==> config.mk <==
export PLATFORM = sky130hd
export DESIGN_NAME = ecc_word_guard
export DESIGN_NICKNAME = d
export VERILOG_FILES = /design/src/rtl/ecc_pkg.sv /design/src/rtl/ecc_control.sv /design/src/rtl/ecc_datapath.sv /design/src/rtl/ecc_word_guard.sv
export SDC_FILE = /design/constraint.sdc
export NUM_CORES = 1
export LEC_CHECK = 0
export ABC_AREA = 1
export BUFFER_PORTS_ARGS = -buffer_cell sky130_fd_sc_hd__buf_2
export CAP_MARGIN = 20
export CELL_PAD_IN_SITES_DETAIL_PLACEMENT = 1
export CELL_PAD_IN_SITES_GLOBAL_PLACEMENT = 1
export CORE_AREA = 2 2 106 108
export CTS_CLUSTER_DIAMETER = 50
export DETAILED_ROUTE_END_ITERATION = 10
export DIE_AREA = 0 0 108 110
export GPL_ROUTABILITY_DRIVEN = 0
export HOLD_SLACK_MARGIN = 0.15
export MAX_ROUTING_LAYER = met4
export PLACE_DENSITY_LB_ADDON = 0.1
export SETUP_SLACK_MARGIN = 0.02
export SLEW_MARGIN = 20
export SYNTH_ARGS = -nofsm -noshare
export SYNTH_HDL_FRONTEND = slang
export SYNTH_SLANG_ARGS = --single-unit
==> constraint.sdc <==
create_clock -name clk -period 8.2 [get_ports clk]
set_input_delay 1.64 -clock clk [delete_from_list [all_inputs] [get_ports clk]]
set_output_delay 1.64 -clock clk [all_outputs]
set_load 0.05 [all_outputs]
==> src/rtl/ecc_pkg.sv <==
package ecc_pkg;
  localparam int DATA_W = 16;
  localparam int CHK_W = 6;
  localparam int CODE_W = DATA_W + CHK_W;
  localparam logic [CHK_W-1:0] ODD_POL = 6'b010100;

  typedef enum logic [1:0] {
    ERR_NONE = 2'd0, ERR_DATA = 2'd1, ERR_CHECK = 2'd2, ERR_UNCORR = 2'd3
  } errKind_t;

  typedef struct packed {
    logic     flipEn;
    logic     poison;
    logic     capture;
    logic     bump;
    logic     clear;
    errKind_t kind;
  } ctlStrobe_t;

  function automatic int popSix(input int v);
    int n;
    n = 0;
    for (int b = 0; b < CHK_W; b++) n += (v >> b) & 1;
    return n;
  endfunction

  // weight-3 columns, skipping four that together hit each row twice
  function automatic logic [DATA_W*CHK_W-1:0] buildColumns();
    logic [DATA_W*CHK_W-1:0] cols;
    int n;
    cols = '0;
    n = 0;
    for (int v = 0; v < (1 << CHK_W); v++) begin
      if (popSix(v) == 3 && v != 7 && v != 21 && v != 42 && v != 56 && n < DATA_W) begin
        cols[n*CHK_W +: CHK_W] = CHK_W'(v);
        n++;
      end
    end
    return cols;
  endfunction

  localparam logic [DATA_W*CHK_W-1:0] COLS = buildColumns();

  function automatic logic [CHK_W-1:0] encodeWord(input logic [DATA_W-1:0] d);
    logic [CHK_W-1:0] c;
    c = ODD_POL;
    for (int j = 0; j < DATA_W; j++)
      if (d[j]) c ^= COLS[j*CHK_W +: CHK_W];
    return c;
  endfunction
endpackage

==> src/rtl/ecc_control.sv <==
module ecc_control
  import ecc_pkg::*;
(
  input  logic             rdValid,
  input  logic [CHK_W-1:0] syndrome,
  input  logic             colHit,
  input  logic             logValid,
  input  logic             logClear,
  output ctlStrobe_t       strobe
);
  logic [2:0] synWeight;

  always_comb begin
    synWeight = '0;
    for (int b = 0; b < CHK_W; b++) synWeight += {2'b00, syndrome[b]};
  end

  always_comb begin
    strobe.kind = ERR_NONE;
    if (rdValid && syndrome != '0) begin
      if (synWeight == 3'd1)                strobe.kind = ERR_CHECK;
      else if (synWeight == 3'd3 && colHit) strobe.kind = ERR_DATA;
      else                                  strobe.kind = ERR_UNCORR;
    end
    strobe.flipEn  = (strobe.kind == ERR_DATA);
    strobe.poison  = (strobe.kind == ERR_UNCORR);
    strobe.capture = (strobe.kind != ERR_NONE) && (!logValid || logClear);
    strobe.bump    = (strobe.kind != ERR_NONE) && logValid && !logClear;
    strobe.clear   = logClear;
  end
endmodule

==> src/rtl/ecc_datapath.sv <==
module ecc_datapath
  import ecc_pkg::*;
#(
  parameter int ADDR_W = 10,
  parameter int CNT_W  = 4
) (
  input  logic              clk,
  input  logic              rstN,
  input  logic [DATA_W-1:0] wrData,
  output logic [CHK_W-1:0]  wrCheck,
  input  logic              rdValid,
  input  logic [ADDR_W-1:0] rdAddr,
  input  logic [DATA_W-1:0] rdData,
  input  logic [CHK_W-1:0]  rdCheck,
  output logic [CHK_W-1:0]  syndrome,
  output logic              colHit,
  input  ctlStrobe_t        strobe,
  input  logic              logClear,
  output logic [DATA_W-1:0] busData,
  output logic              busParity,
  output logic              logValid,
  output errKind_t          logKind,
  output logic [CHK_W-1:0]  logSyndrome,
  output logic [ADDR_W-1:0] logAddr,
  output logic [CNT_W-1:0]  logCount
);
  localparam logic [CNT_W-1:0] CNT_MAX = '1;

  logic [DATA_W-1:0] flipMask;

  assign wrCheck  = encodeWord(wrData);
  assign syndrome = encodeWord(rdData) ^ rdCheck;

  for (genvar j = 0; j < DATA_W; j++) begin : g_locate
    assign flipMask[j] = (syndrome == COLS[j*CHK_W +: CHK_W]);
  end
  assign colHit = |flipMask;

  assign busData   = rdData ^ (flipMask & {DATA_W{strobe.flipEn}});
  assign busParity = (^busData) ^ strobe.poison;

  always_ff @(posedge clk or negedge rstN) begin
    if (!rstN) begin
      logValid    <= 1'b0;
      logKind     <= ERR_NONE;
      logSyndrome <= '0;
      logAddr     <= '0;
      logCount    <= '0;
    end else if (strobe.capture) begin
      logValid    <= 1'b1;
      logKind     <= strobe.kind;
      logSyndrome <= syndrome;
      logAddr     <= rdAddr;
      logCount    <= '0;
    end else if (strobe.clear) begin
      logValid <= 1'b0;
      logCount <= '0;
    end else if (strobe.bump && logCount != CNT_MAX) begin
      logCount <= logCount + 1'b1;
    end
  end

  AST_CLEAN_PASS: assert property (@(posedge clk) disable iff (!rstN)
    (rdValid && syndrome == '0) |-> (busData == rdData && busParity == ^rdData));
  AST_FIX_ONE_BIT: assert property (@(posedge clk) disable iff (!rstN)
    strobe.flipEn |-> ($countones(busData ^ rdData) == 1));
  AST_CHECK_PASS: assert property (@(posedge clk) disable iff (!rstN)
    (strobe.kind == ERR_CHECK) |-> (busData == rdData));
  AST_POISON_PARITY: assert property (@(posedge clk) disable iff (!rstN)
    strobe.poison |-> (busParity != ^busData));
  AST_LOG_HOLD: assert property (@(posedge clk) disable iff (!rstN)
    (logValid && !logClear) |=> (logValid && $stable(logSyndrome) && $stable(logAddr) && $stable(logKind)));
  AST_COUNT_STEP: assert property (@(posedge clk) disable iff (!rstN)
    (logValid && !logClear && rdValid && syndrome != '0 && logCount != CNT_MAX) |=> (logCount == $past(logCount) + 1'b1));
  AST_CLEAR_DROPS: assert property (@(posedge clk) disable iff (!rstN)
    (logClear && !(rdValid && syndrome != '0)) |=> (!logValid && logCount == '0));
endmodule

==> src/rtl/ecc_word_guard.sv <==
module ecc_word_guard
  import ecc_pkg::*;
#(
  parameter int ADDR_W = 10,
  parameter int CNT_W  = 4
) (
  input  logic              clk,
  input  logic              rstN,
  input  logic [15:0]       wrData,
  output logic [5:0]        wrCheck,
  input  logic              rdValid,
  input  logic [ADDR_W-1:0] rdAddr,
  input  logic [15:0]       rdData,
  input  logic [5:0]        rdCheck,
  output logic [15:0]       busData,
  output logic              busParity,
  output logic              corrected,
  output logic              checkErr,
  output logic              uncorrectable,
  input  logic              logClear,
  output logic              logValid,
  output logic [1:0]        logKind,
  output logic [5:0]        logSyndrome,
  output logic [ADDR_W-1:0] logAddr,
  output logic [CNT_W-1:0]  logCount
);
  ctlStrobe_t       strobe;
  logic [CHK_W-1:0] syndrome;
  logic             colHit;
  errKind_t         logKindE;

  ecc_control u_ctl (
    .rdValid (rdValid),
    .syndrome(syndrome),
    .colHit  (colHit),
    .logValid(logValid),
    .logClear(logClear),
    .strobe  (strobe)
  );

  ecc_datapath #(.ADDR_W(ADDR_W), .CNT_W(CNT_W)) u_dp (
    .clk        (clk),
    .rstN       (rstN),
    .wrData     (wrData),
    .wrCheck    (wrCheck),
    .rdValid    (rdValid),
    .rdAddr     (rdAddr),
    .rdData     (rdData),
    .rdCheck    (rdCheck),
    .syndrome   (syndrome),
    .colHit     (colHit),
    .strobe     (strobe),
    .logClear   (logClear),
    .busData    (busData),
    .busParity  (busParity),
    .logValid   (logValid),
    .logKind    (logKindE),
    .logSyndrome(logSyndrome),
    .logAddr    (logAddr),
    .logCount   (logCount)
  );

  assign logKind       = logKindE;
  assign corrected     = (strobe.kind == ERR_DATA);
  assign checkErr      = (strobe.kind == ERR_CHECK);
  assign uncorrectable = (strobe.kind == ERR_UNCORR);

  AST_FLAGS_EXCLUSIVE: assert property (@(posedge clk) disable iff (!rstN)
    $onehot0({corrected, checkErr, uncorrectable}));
  AST_IDLE_QUIET: assert property (@(posedge clk) disable iff (!rstN)
    !rdValid |-> (busData == rdData && !corrected && !checkErr && !uncorrectable));
endmodule

==> metrics.csv <==
stage,metric,value,unit
synthesis,sequential share of the synthesized area,17.3,%
sta,maximum clock frequency,118,MHz
detailed_routing,vias,3887,
detailed_routing,First DRT Iteration DRCs,123,
global_route,Total GRT Usage,20.2,%
sta,final setup violation count,1,
finish,"commonest non-fill, non-tap cells in the layout","244 x nand2_1, 91 x buf_2, 39 x inv_1, 37 x buf_4, 31 x xor2_1",
worst_setup_path,Crit Path Class,input port to primary output,
finish,antenna cell count,0,
global_route,initial antenna violation count,0,
synthesis,asr flop ratio synth,100,%
detailed_routing,First-pass DRT Iterations,4,
worst_setup_path,CP max-delay cell,fa_1,
worst_setup_path,top cell family by delay on the critical path,XOR/XNOR gates,
sta,max-slew violations,0,
sta,Clock Skews,0.00273,ns
place,Post-DP Area,4320,sq um
pwr,Clock Power Share,7.2,%
cts,TritonCTS clock tree,built,
pwr,internal power,424,uW
synthesis,distinct cell type count after synthesis,34,
worst_setup_path,Critical Path RT,6.56,ns
global_route,first-pass GRT wire length,18.7,mm
worst_setup_path,crit path launch type,input port,
run,max_cap viols,0,
worst_setup_path,CP bufs+invs,5,
synthesis,Main synth FF type,dfrtp_1,
pwr,combinational power share,77.5,%
synthesis,synthesized area per cell,5.90,sq um
place,Port Buffer Count,100,
sta,Final Hold Fails,0,
place,Placement Setup Slack,-0.589,ns
global_route,vias in the first global route,3970,
worst_setup_path,Crit Path Max Fanout,8,
synthesis,Yosys top cell area share,29.7,%
cts,CTS Buffer Depth,2,
global_route,GRT Residual Overflow,0,
cts,latest clock arrival within the worst-skew pair,0.26,ns
worst_setup_path,Crit. End Element,primary output,
synthesis,Post-Syn Nets,625,
synthesis,Syn. warnings,0,
cts,CTS sink count,23,
worst_setup_path,data arrival time of the critical path,6.81,ns
sta,final worst-path cycle share,103,%
global_route,largest net degree at the start of global routing,29,
hold_path,min-delay worst type,flip-flop to flip-flop,
finish,"commonest non-fill, non-tap cell in the layout",nand2_1,
synthesis,number of flops mapped to enable cells by yosys,0,
pwr,Reg power frac,15.3,%
die,Die X-Extent,108,um
global_route,met3 Use GR,1.35,%
finish,Layout area overhead,34.1,%
detailed_routing,vias per std cell,4.67,
pwr,Sw Ratio,56.4,%
pwr,VDD IR-drop max,0.114,mV
die,area of the die,11900,sq um
synthesis,Synth area leaders,"nand2_1 30%, dfrtp_1 17%, xor2_1 8.9%",
detailed_routing,antenna-violating nets left,0,
worst_setup_path,max incr delay on CP,0.53,ns
sta,worst setup margin,-0.254,ns
cts,root buffer cell,clkbuf_8,
detailed_routing,DRC,0,
cts,clock slew seen by the registers of the worst setup and hold paths,0.08,ns
run_status,failing checks,setup timing,
pwr,total power divided by cell area,217,nW/um^2
sta,RSZ-0062 raised after global routing,yes,
cts,htree depth,1,
synthesis,Synth Instances,565,
cts,clock buffer count from CTS,3,
sta,worst slew pin tran,0.831,ns
pwr,switching power,549,uW
die,Rows,38,
global_route,grt met1 use,23.3,%
die,Die H,110,um
synthesis,Synth Register Bits,23,
sta,Period minus WS final,8.45,ns
detailed_routing,final wirelength,11.5,mm
run_status,status,"finished, violations left",
die,Core Area,10700,sq um
synthesis,post-synth top area cell,nand2_1,
detailed_routing,wire per inst,13.8,um
place,Post-DP HPWL,10.0,mm
sta,Rel. slew slack,44.5,%
global_route,GR peak layer,met2,
die,num ports,101,
die,Initial Util,31.2,%
pwr,Lkg Pwr,0.00245,uW
finish,nets,753,
synthesis,mapped cell area,3340,sq um
cts,Hold Buf Count CTS,0,
global_route,met2 usage,39.0,%
worst_setup_path,"most used cell, CP",xor2_1,
finish,post-route cell area,4470,sq um
finish,layout cells sized above 1,32.1,%
-- worst register-to-register path: stages, from the launching register on --
cell      delay, ns
dfrtp_1        0.37
nand2_1        0.08
nand2_1        0.62
clkinv_1       0.53
nand2_1        0.17
nand2_1        0.07
-- layout make-up --
cell class	instances	area, sq um
fillers	1492	6220
multi-input cells	468	2610
repair buffers	137	832
flip-flops and latches	23	576
inverters	60	236
well taps	140	175
clock buffers	3	41.3
clock inverters	1	7.51
-- worst paths after layout --
kind / slack, ns / end / cells after the start / from
hold / removal: 0.48 / u_dp.logAddr[0] / 2 / u_dp.logAddr[0]
hold reg to reg: 0.48 / u_dp.logAddr[0] / 2 / u_dp.logAddr[0]
min in group asynchronous: 1.34 / u_dp.logAddr[9] / 1 / rstN
max in group asynchronous: 6.50 / u_dp.logCount[0] / 1 / rstN
setup / recovery: -0.25 / busParity / 31 / rdData[0]
setup reg to reg: 6.24 / u_dp.logAddr[5] / 5 / u_dp.logValid
-- timing repair --
| action | in CTS | in global routing |
|---|---|---|
| pin swaps | 12 | 3 |
| buffers inserted | 3 | 1 |
| gates resized for setup | 12 | 13 |
| endpoints found under the setup margin | 1 | 15 |
-- cell families (layout without fill, tap and decap cells) --
group	Yosys count	count (layout)	share of synthesized area (%)
and+or+nand+nor	366	366	47.3
buffers and inverters	74	201	9.68
xor gates and xnor gates	64	64	17.3
AOI/OAI and AO/OA	30	30	4.80
DFF	23	23	17.3
adders and majority gates	8	8	3.68
-- flip-flops by register name, indices dropped and copies added (netlist names) --
name / cells
u_dp.logValid: 1
u_dp.logKind: 2
u_dp.logAddr: 10
u_dp.logCount: 4
u_dp.logSyndrome: 6
-- per-stage QoR --
| step | total power [uW] | setup TNS, ns | util (%) | hold slack [ns] | cells |
|---|---|---|---|---|---|
| floorplan | 685 | -0.0376 | - | 0.760 | 565 |
| global placement | 858 | -0.421 | 40.4 | 0.457 | 824 |
| detailed placement | 877 | -0.589 | 40.4 | 0.464 | 824 |
| CTS | 979 | -0.279 | 41.5 | 0.487 | 831 |
| global route | 1050 | -0.668 | 41.8 | 0.524 | 832 |
| finish | 972 | -0.254 | 41.8 | 0.484 | 832 |
-- metal layers --
layer / wire length [um] / vias to the layer above
li1: - / 1968
met1: 4960 / 1838
met2: 6040 / 73
met3: 378 / 8
met4: 112 / 0
met5: 0 / -
-- Yosys cell counts (2+ instances only) --
cell type and count:
buf_2 5, buf_4 3, buf_6 3, clkbuf_1 2, dfrtp_1 23, fa_1 3
ha_1 5, inv_1 40, inv_2 17, inv_4 2, nand2_1 264, nand2_2 10
nand2_4 4, nand3_1 32, nand3b_1 2, nand4_1 6, nand4_2 4, nor2_1 32
nor2_2 8, nor2_4 2, o21ai_0 19, o21ai_1 6, xnor2_1 28, xor2_1 34
xor2_2 2
-- power groups by stage --
stage / combinational, uW / sequential (uW) / clock [uW]
finish: 753 / 149 / 70.2
global route: 816 / 152 / 78.3
CTS: 755 / 149 / 74.4
detailed placement: 726 / 151 / 0
global placement: 708 / 150 / 0
floorplan: 454 / 231 / 0
No activity file was read; power rests on OpenSTA's default activity.
